## config.mk

```make
export PLATFORM = sky130hd
export DESIGN_NAME = kwdog_top
export DESIGN_NICKNAME = d
export VERILOG_FILES = /design/src/rtl/kwdog_pkg.sv /design/src/rtl/kwdog_keygate.sv /design/src/rtl/kwdog_count.sv /design/src/rtl/kwdog_alarm.sv /design/src/rtl/kwdog_top.sv
export SDC_FILE = /design/constraint.sdc
export NUM_CORES = 1
export LEC_CHECK = 0
export ABC_AREA = 1
export BUFFER_PORTS_ARGS = -buffer_cell sky130_fd_sc_hd__buf_4
export CAP_MARGIN = 40
export CORE_AREA = 2 2 71 141
export DETAILED_ROUTE_END_ITERATION = 8
export DIE_AREA = 0 0 73 143
export GPL_ROUTABILITY_DRIVEN = 1
export GPL_TIMING_DRIVEN = 0
export PLACE_DENSITY = 0.78
export SYNTH_ARGS = -nofsm -noshare
export SYNTH_HDL_FRONTEND = slang
export SYNTH_SLANG_ARGS = --single-unit
```

## constraint.sdc

```tcl
create_clock -name clk -period 1.5 [get_ports clk]
set_input_delay 0 -clock clk [delete_from_list [all_inputs] [get_ports clk]]
set_output_delay 0 -clock clk [all_outputs]
set_load 0.01 [all_outputs]
```

## src/rtl/kwdog_pkg.sv

```systemverilog
package kwdog_pkg;

  localparam logic [1:0] A_CTRL = 2'd0;
  localparam logic [1:0] A_CNT  = 2'd1;
  localparam logic [1:0] A_TOV  = 2'd2;

  typedef struct packed {
    logic       dbg_run;
    logic       allow_upd;
    logic       win_en;
    logic       irq_en;
    logic [1:0] csel;
    logic       en;
  } ctrl_t;

  localparam ctrl_t CTRL_RST = '{dbg_run: 1'b0, allow_upd: 1'b1, win_en: 1'b0,
                                 irq_en: 1'b0, csel: 2'd0, en: 1'b0};

  function automatic logic [31:0] ctrl_image(ctrl_t c, logic flag, logic unl, logic done);
    return {21'd0, done, unl, flag, 1'b0, c};
  endfunction

  function automatic logic early_kick(logic win_on, logic [15:0] cnt, logic [15:0] lo);
    return win_on && (cnt < lo);
  endfunction

endpackage

```

## src/rtl/kwdog_keygate.sv

```systemverilog
module kwdog_keygate #(
  parameter int WIN_CYC = 128
) (
  input  logic clk,
  input  logic rst_n,
  input  logic open_req,
  input  logic lockout,
  input  logic commit,
  output logic unlocked
);
  localparam int WW = $clog2(WIN_CYC);
  localparam logic [WW-1:0] LAST = WW'(WIN_CYC - 1);

  logic [WW-1:0] wcnt;

  always_ff @(posedge clk or negedge rst_n) begin
    if (!rst_n) begin
      unlocked <= 1'b0;
      wcnt     <= '0;
    end else if (open_req && !lockout) begin
      unlocked <= 1'b1;
      wcnt     <= '0;
    end else if (unlocked) begin
      if (commit || wcnt == LAST) unlocked <= 1'b0;
      else                        wcnt     <= wcnt + 1'b1;
    end
  end
endmodule

```

## src/rtl/kwdog_count.sv

```systemverilog
module kwdog_count #(
  parameter int CNT_W = 16,
  parameter int NSRC  = 3
) (
  input  logic             clk,
  input  logic             rst_n,
  input  logic             en,
  input  logic [1:0]       csel,
  input  logic [NSRC-1:0]  src_tick,
  input  logic             dbg_halt,
  input  logic             dbg_run,
  input  logic [CNT_W-1:0] toval,
  input  logic             clear,
  output logic [CNT_W-1:0] cnt,
  output logic             at_top
);
  logic tick, run;

  always_comb begin
    tick = (csel == 2'd0);
    for (int i = 0; i < NSRC; i++)
      if (csel == 2'(i + 1)) tick = src_tick[i];
  end

  assign at_top = (cnt == toval);
  assign run    = en && tick && !at_top && (!dbg_halt || dbg_run);

  always_ff @(posedge clk or negedge rst_n) begin
    if (!rst_n)     cnt <= '0;
    else if (clear) cnt <= '0;
    else if (run)   cnt <= cnt + 1'b1;
  end
endmodule

```

## src/rtl/kwdog_alarm.sv

```systemverilog
module kwdog_alarm #(
  parameter int GRACE_CYC = 128
) (
  input  logic clk,
  input  logic rst_n,
  input  logic hit,
  input  logic irq_en,
  input  logic kick,
  input  logic violation,
  input  logic irq_clr,
  output logic irq_flag,
  output logic rst_req
);
  localparam int GW = $clog2(GRACE_CYC);
  localparam logic [GW-1:0] GLAST = GW'(GRACE_CYC - 1);

  logic          grace_on;
  logic [GW-1:0] gcnt;
  logic          irq_set, expire;

  assign irq_set = hit && !kick && !grace_on && irq_en;
  assign expire  = (hit && !kick && !grace_on && !irq_en) ||
                   (grace_on && !kick && gcnt == GLAST);

  always_ff @(posedge clk or negedge rst_n) begin
    if (!rst_n) begin
      grace_on <= 1'b0;
      gcnt     <= '0;
    end else if (kick) begin
      grace_on <= 1'b0;
    end else if (irq_set) begin
      grace_on <= 1'b1;
      gcnt     <= '0;
    end else if (grace_on && gcnt != GLAST) begin
      gcnt <= gcnt + 1'b1;
    end
  end

  always_ff @(posedge clk or negedge rst_n) begin
    if (!rst_n)       irq_flag <= 1'b0;
    else if (irq_set) irq_flag <= 1'b1;
    else if (irq_clr) irq_flag <= 1'b0;
  end

  always_ff @(posedge clk or negedge rst_n) begin
    if (!rst_n)                  rst_req <= 1'b0;
    else if (violation || expire) rst_req <= 1'b1;
  end
endmodule

```

## src/rtl/kwdog_top.sv

```systemverilog
module kwdog_top
  import kwdog_pkg::*;
#(
  parameter int          CNT_W      = 16,
  parameter int          NSRC       = 3,
  parameter int          WIN_CYC    = 128,
  parameter int          GRACE_CYC  = 128,
  parameter logic [31:0] KEY_OPEN   = 32'hD928C520,
  parameter logic [31:0] KEY_KICK   = 32'hB480A602
) (
  input  logic            clk,
  input  logic            rst_n,
  input  logic            bus_sel,
  input  logic            bus_wr,
  input  logic [1:0]      bus_addr,
  input  logic [31:0]     bus_wdata,
  output logic [31:0]     bus_rdata,
  input  logic [NSRC-1:0] src_tick,
  input  logic            dbg_halt,
  output logic            irq,
  output logic            rst_req
);
  ctrl_t            ctrl_q;
  logic [CNT_W-1:0] toval_q, winlo_q, cnt;
  logic             cfg_lock_q, cfg_done_q, unlocked, at_top, irq_flag;

  // named bus events
  logic wr_ctrl, wr_cnt, wr_tov;
  logic open_ev, open_acc, kick_ev, bad_key_ev, early_ev, commit_ev, tov_acc, irq_clr;

  assign wr_ctrl    = bus_sel && bus_wr && bus_addr == A_CTRL;
  assign wr_cnt     = bus_sel && bus_wr && bus_addr == A_CNT;
  assign wr_tov     = bus_sel && bus_wr && bus_addr == A_TOV;
  assign open_ev    = wr_cnt && bus_wdata == KEY_OPEN;
  assign open_acc   = open_ev && !cfg_lock_q;
  assign kick_ev    = wr_cnt && bus_wdata == KEY_KICK;
  assign bad_key_ev = wr_cnt && !open_ev && !kick_ev && ctrl_q.en;
  assign early_ev   = kick_ev && ctrl_q.en &&
                      early_kick(ctrl_q.win_en, 16'(cnt), 16'(winlo_q));
  assign commit_ev  = wr_ctrl && unlocked;
  assign tov_acc    = wr_tov && unlocked;
  assign irq_clr    = wr_ctrl && bus_wdata[8];

  always_ff @(posedge clk or negedge rst_n) begin
    if (!rst_n) begin
      ctrl_q     <= CTRL_RST;
      toval_q    <= '1;
      winlo_q    <= '0;
      cfg_lock_q <= 1'b0;
      cfg_done_q <= 1'b0;
    end else begin
      if (tov_acc) begin
        toval_q <= bus_wdata[CNT_W-1:0];
        winlo_q <= bus_wdata[16 +: CNT_W];
      end
      if (commit_ev) begin
        ctrl_q     <= ctrl_t'(bus_wdata[6:0]);
        cfg_lock_q <= !bus_wdata[5];
        cfg_done_q <= 1'b1;
      end else if (open_acc) begin
        cfg_done_q <= 1'b0;
      end
    end
  end

  kwdog_keygate #(.WIN_CYC(WIN_CYC)) u_gate (
    .clk(clk), .rst_n(rst_n), .open_req(open_ev), .lockout(cfg_lock_q),
    .commit(commit_ev), .unlocked(unlocked)
  );

  kwdog_count #(.CNT_W(CNT_W), .NSRC(NSRC)) u_cnt (
    .clk(clk), .rst_n(rst_n), .en(ctrl_q.en), .csel(ctrl_q.csel),
    .src_tick(src_tick), .dbg_halt(dbg_halt), .dbg_run(ctrl_q.dbg_run),
    .toval(toval_q), .clear(kick_ev), .cnt(cnt), .at_top(at_top)
  );

  kwdog_alarm #(.GRACE_CYC(GRACE_CYC)) u_alarm (
    .clk(clk), .rst_n(rst_n), .hit(ctrl_q.en && at_top), .irq_en(ctrl_q.irq_en),
    .kick(kick_ev), .violation(bad_key_ev || early_ev), .irq_clr(irq_clr),
    .irq_flag(irq_flag), .rst_req(rst_req)
  );

  assign irq = irq_flag && ctrl_q.irq_en;

  always_comb begin
    case (bus_addr)
      A_CTRL:  bus_rdata = ctrl_image(ctrl_q, irq_flag, unlocked, cfg_done_q);
      A_CNT:   bus_rdata = 32'(cnt);
      A_TOV:   bus_rdata = (32'(winlo_q) << 16) | 32'(toval_q);
      default: bus_rdata = '0;
    endcase
  end
endmodule

```

==> reports/summary.log <==
INFO  placement      dpl.hpwl=11.4mm
INFO  cells_and_area layout-drive-gt1-share=24.6%
INFO  clocking       numCtsBuffers=9
INFO  global_routing initial_antenna_violation_count=0
INFO  route          route.antenna.remaining_nets=0
INFO  setup_path     buffers_plus_inverters_on_the_worst_setup_path=2
INFO  route          wl_per_cell=17.1µm
INFO  sta            clock_skew=0.00411ns
INFO  floorplanning  dieWidth=73µm
INFO  setup_path     worst_path_dominant_cell_family=simple AND/OR/NAND/NOR gates
INFO  floorplanning  die_area=10400µm²
INFO  cells_and_area area_delta_synth_final=32.7%
INFO  placement      port-buffer-count=75
INFO  route          routed_wirelength=15.4mm
INFO  route          number_of_iterations_in_the_first_detailed_routing_pass=5
INFO  sta            achievable_clock_frequency=591MHz
INFO  pwr            power.total=4.89mW
INFO  placement      place_congestion=0.929
INFO  setup_path     critPathKind=flip-flop to flip-flop
INFO  cells_and_area n_fill_cell=816
INFO  clocking       max_h_tree_level=3
INFO  route          initialDrtViolationCount=316
INFO  sta            slew_at_the_pin_closest_to_its_max_slew_limit=0.511ns
INFO  pwr            worst_ir_drop_vdd=0.654mV
INFO  pwr            static-leakage-power=3.23nW
INFO  floorplanning  die_height=143µm
INFO  cells_and_area instances_no_fill=900
INFO  clocking       clk_pin_slew_worst_paths=0.06ns
INFO  sta            rsz0062_at_grt=true
INFO  clocking       cts-root-to-sink-buffers=2
INFO  yosys          synth_nets=722
INFO  setup_path     crit_slowest_cell=sky130_fd_sc_hd__dfrtp_1
INFO  sta            finalCriticalPeriod=1.69ns
INFO  sta            setup_ws=-0.193ns
INFO  hold_path      timing.hold.worst.class=primary input to flip-flop
INFO  yosys          synth.yosys.warnings=0
INFO  sta            post-route-period-util=113%
INFO  yosys          yosys_register_bits=75
INFO  sta            maxSlewViolCount=0
INFO  sta            setup_viol=26
INFO  run            max_cap_viol_count=0
INFO  setup_path     critical_path.startpoint_type=flip-flop
INFO  yosys          synthesis.area_per_instance=7.20µm²
INFO  floorplanning  num_rows=50
INFO  clocking       clock_tree_from_tritoncts=yes
INFO  yosys          synthArstFlopShare=100%
INFO  pwr            power-per-cell-area=773nW/µm²
INFO  global_routing grt_start_max_net_pins=42
INFO  yosys          synthesis.instances=662
INFO  cells_and_area most-common-layout-cells=sky130_fd_sc_hd__nand2_1 (158), sky130_fd_sc_hd__nor2_1 (91), sky130_fd_sc_hd__buf_4 (90), sky130_fd_sc_hd__inv_1 (87), sky130_fd_sc_hd__dfrtp_1 (50)
INFO  cells_and_area antennaDiodeCount=0
INFO  global_routing final_global_route_overflow_total=0
INFO  global_routing first_global_vias=5010
INFO  setup_path     timing.critical_path.to_type=flip-flop
INFO  yosys          synth_seq_area_share=39.8%
INFO  setup_path     critical_path_arrival=1.92ns
INFO  placement      place_inst=842
INFO  sta            finalHoldViolCount=1
INFO  floorplanning  design.portCount=76
INFO  cells_and_area final_net_count=851
INFO  clocking       cts_root_buffer=sky130_fd_sc_hd__clkbuf_16
INFO  yosys          postSynth.topFlopCell=sky130_fd_sc_hd__dfrtp_1
INFO  setup_path     critical_path.max_fanout=7
INFO  yosys          synth.lib_cells_used.distinct=41
INFO  run_status     violations_in_the_final_reports=hold timing, setup timing
INFO  route          vias=4991
INFO  floorplanning  starting_density_of_the_core=51.1%
INFO  global_routing grt_first_pass_wirelength=24.2mm
INFO  sta            timing.slew.headroom=65.9%
INFO  setup_path     timing.critical_path.slowest_cell_delay=0.40ns
INFO  clocking       clock_latency=0.34ns
INFO  floorplanning  placeableCoreArea=9320µm²
INFO  clocking       tritoncts_num_sinks=75
INFO  cells_and_area final_core_util=67.8%
INFO  yosys          synth_enable_flop_cells=0
INFO  setup_path     path_common_cell=sky130_fd_sc_hd__inv_1
INFO  route          drt-vias-per-instance=5.55
INFO  setup_path     path_cells=ha_1 > nand2_1 > inv_1 > nand4_1 > or2_2 > nand3_2 > inv_1 > a21oi_1 > nor2_1
INFO  sta            hold-worst-slack=-0.00236ns
INFO  route          post-route-drc-count=0
INFO  global_routing gr-usage-all-layers=30.7%
INFO  run_status     outcome=finished with violations
INFO  yosys          mappedNetlistArea=4760µm²
INFO  setup_path     cp_data_required_time=1.73ns
INFO  cells_and_area most_common_cell_after_layout_fill_and_taps_aside=sky130_fd_sc_hd__nand2_1
[per-stage QoR]
stage               worst slack, ns  cell area, µm²  TNS [ns]
floorplan                    0.0178            4760         0
global placement             -0.190            5460     -3.47
detailed placement           -0.244            5480     -4.23
CTS                          -0.169            6200     -3.65
global route                 -0.326            6320     -7.07
finish                       -0.193            6320     -3.48
[layer usage]
| metal | GRT usage [%] | wire length, µm |
|---|---|---|
| met4 | 17.9 | 976 |
| met3 | 5.22 | 755 |
| met1 | 30.8 | 5320 |
| met2 | 56.8 | 8320 |
| met5 | 0 | 0 |
[final cells by class]
cell class | count | area, µm² | area share [%]
multi-input cells | 478 | 2550 | 40.3
flip-flops and latches | 75 | 1910 | 30.2
repair buffers | 117 | 960 | 15.2
inverters | 92 | 348 | 5.50
clock buffers | 12 | 256 | 4.06
well taps | 104 | 130 | 2.06
plain buffers | 18 | 124 | 1.96
clock inverters | 4 | 48.8 | 0.772
[final timing paths]
kind | slack [ns] | endpoint | depth (start not counted) | startpoint
worst max-delay path | -0.19 | u_alarm.gcnt[2] | 9 | u_alarm.gcnt[0]
min in group asynchronous | 0.16 | u_gate.wcnt[5] | 2 | rst_n
worst max register to register | -0.19 | u_alarm.gcnt[2] | 9 | u_alarm.gcnt[0]
max in group asynchronous | 0.69 | toval_q[14] | 3 | rst_n
worst min-delay path | -0.002 | winlo_q[6] | 3 | bus_wdata[22]
worst min register to register | 0.48 | winlo_q[5] | 2 | winlo_q[5]
[where the power goes]
group | internal (mW) | switching (mW) | leakage, nW
combinational | 0.252 | 0.297 | 2.18
clock | 1.38 | 0.845 | 0.153
sequential | 2.07 | 0.0479 | 0.891
[Yosys cell counts, types with 3 or more instances]
library cell / n / area (µm²)
sky130_fd_sc_hd__a21oi_1: 17 / 85.1
sky130_fd_sc_hd__buf_2: 3 / 15.0
sky130_fd_sc_hd__buf_4: 3 / 22.5
sky130_fd_sc_hd__clkbuf_1: 10 / 37.5
sky130_fd_sc_hd__dfrtp_1: 58 / 1450
sky130_fd_sc_hd__dfstp_2: 17 / 447
sky130_fd_sc_hd__ha_1: 18 / 225
sky130_fd_sc_hd__inv_1: 88 / 330
sky130_fd_sc_hd__inv_2: 3 / 11.3
sky130_fd_sc_hd__nand2_1: 163 / 612
sky130_fd_sc_hd__nand3_1: 45 / 225
sky130_fd_sc_hd__nand3b_1: 3 / 22.5
sky130_fd_sc_hd__nand4_1: 19 / 119
sky130_fd_sc_hd__nor2_1: 95 / 357
sky130_fd_sc_hd__nor2_2: 3 / 18.8
sky130_fd_sc_hd__nor3_1: 17 / 85.1
sky130_fd_sc_hd__o211ai_1: 4 / 30.0
sky130_fd_sc_hd__o21ai_0: 42 / 210
sky130_fd_sc_hd__o21ai_2: 4 / 35.0
sky130_fd_sc_hd__o221ai_1: 4 / 35.0
sky130_fd_sc_hd__or2_2: 3 / 18.8
sky130_fd_sc_hd__xnor2_1: 4 / 35.0
sky130_fd_sc_hd__xor2_1: 17 / 149
[cell families after synthesis]
kind of cell	share of synthesized area (%)
compound gates	9.75
xor+xnor	3.86
fa+ha+maj	4.73
buf+inv	9.30
flops	39.8
mux	0.473
simple gates	32.0
[registers in the layout, summed over array words and instances (netlist names)]
name and flops:
cfg_done_q 1, cfg_lock_q 1, ctrl_q 7, toval_q 16, u_alarm.gcnt 7, u_alarm.grace_on 1, u_alarm.irq_flag 1, u_alarm.rst_req 1
u_cnt.cnt 16, u_gate.unlocked 1, u_gate.wcnt 7, winlo_q 16
[what timing repair did]
| action | in CTS | in global routing |
|---|---|---|
| endpoints found under the setup margin | 31 | 60 |
| setup buffers | 7 | 7 |
| gates cloned | 2 | 0 |
| gates resized for setup | 26 | 35 |
| pin swaps | 11 | 12 |
| endpoints found under the hold margin | 65 | 0 |
| hold buffers | 26 | 0 |
[worst reg2reg max path, cell delays in order (launching register included)]
cell and delay, ns:
sky130_fd_sc_hd__dfrtp_1 0.40, sky130_fd_sc_hd__ha_1 0.18, sky130_fd_sc_hd__nand2_1 0.08, sky130_fd_sc_hd__inv_1 0.06, sky130_fd_sc_hd__nand4_1 0.07, sky130_fd_sc_hd__or2_2 0.31, sky130_fd_sc_hd__nand3_2 0.17, sky130_fd_sc_hd__inv_1 0.12
sky130_fd_sc_hd__a21oi_1 0.13, sky130_fd_sc_hd__nor2_1 0.06
(Power assumes the default switching activity.)
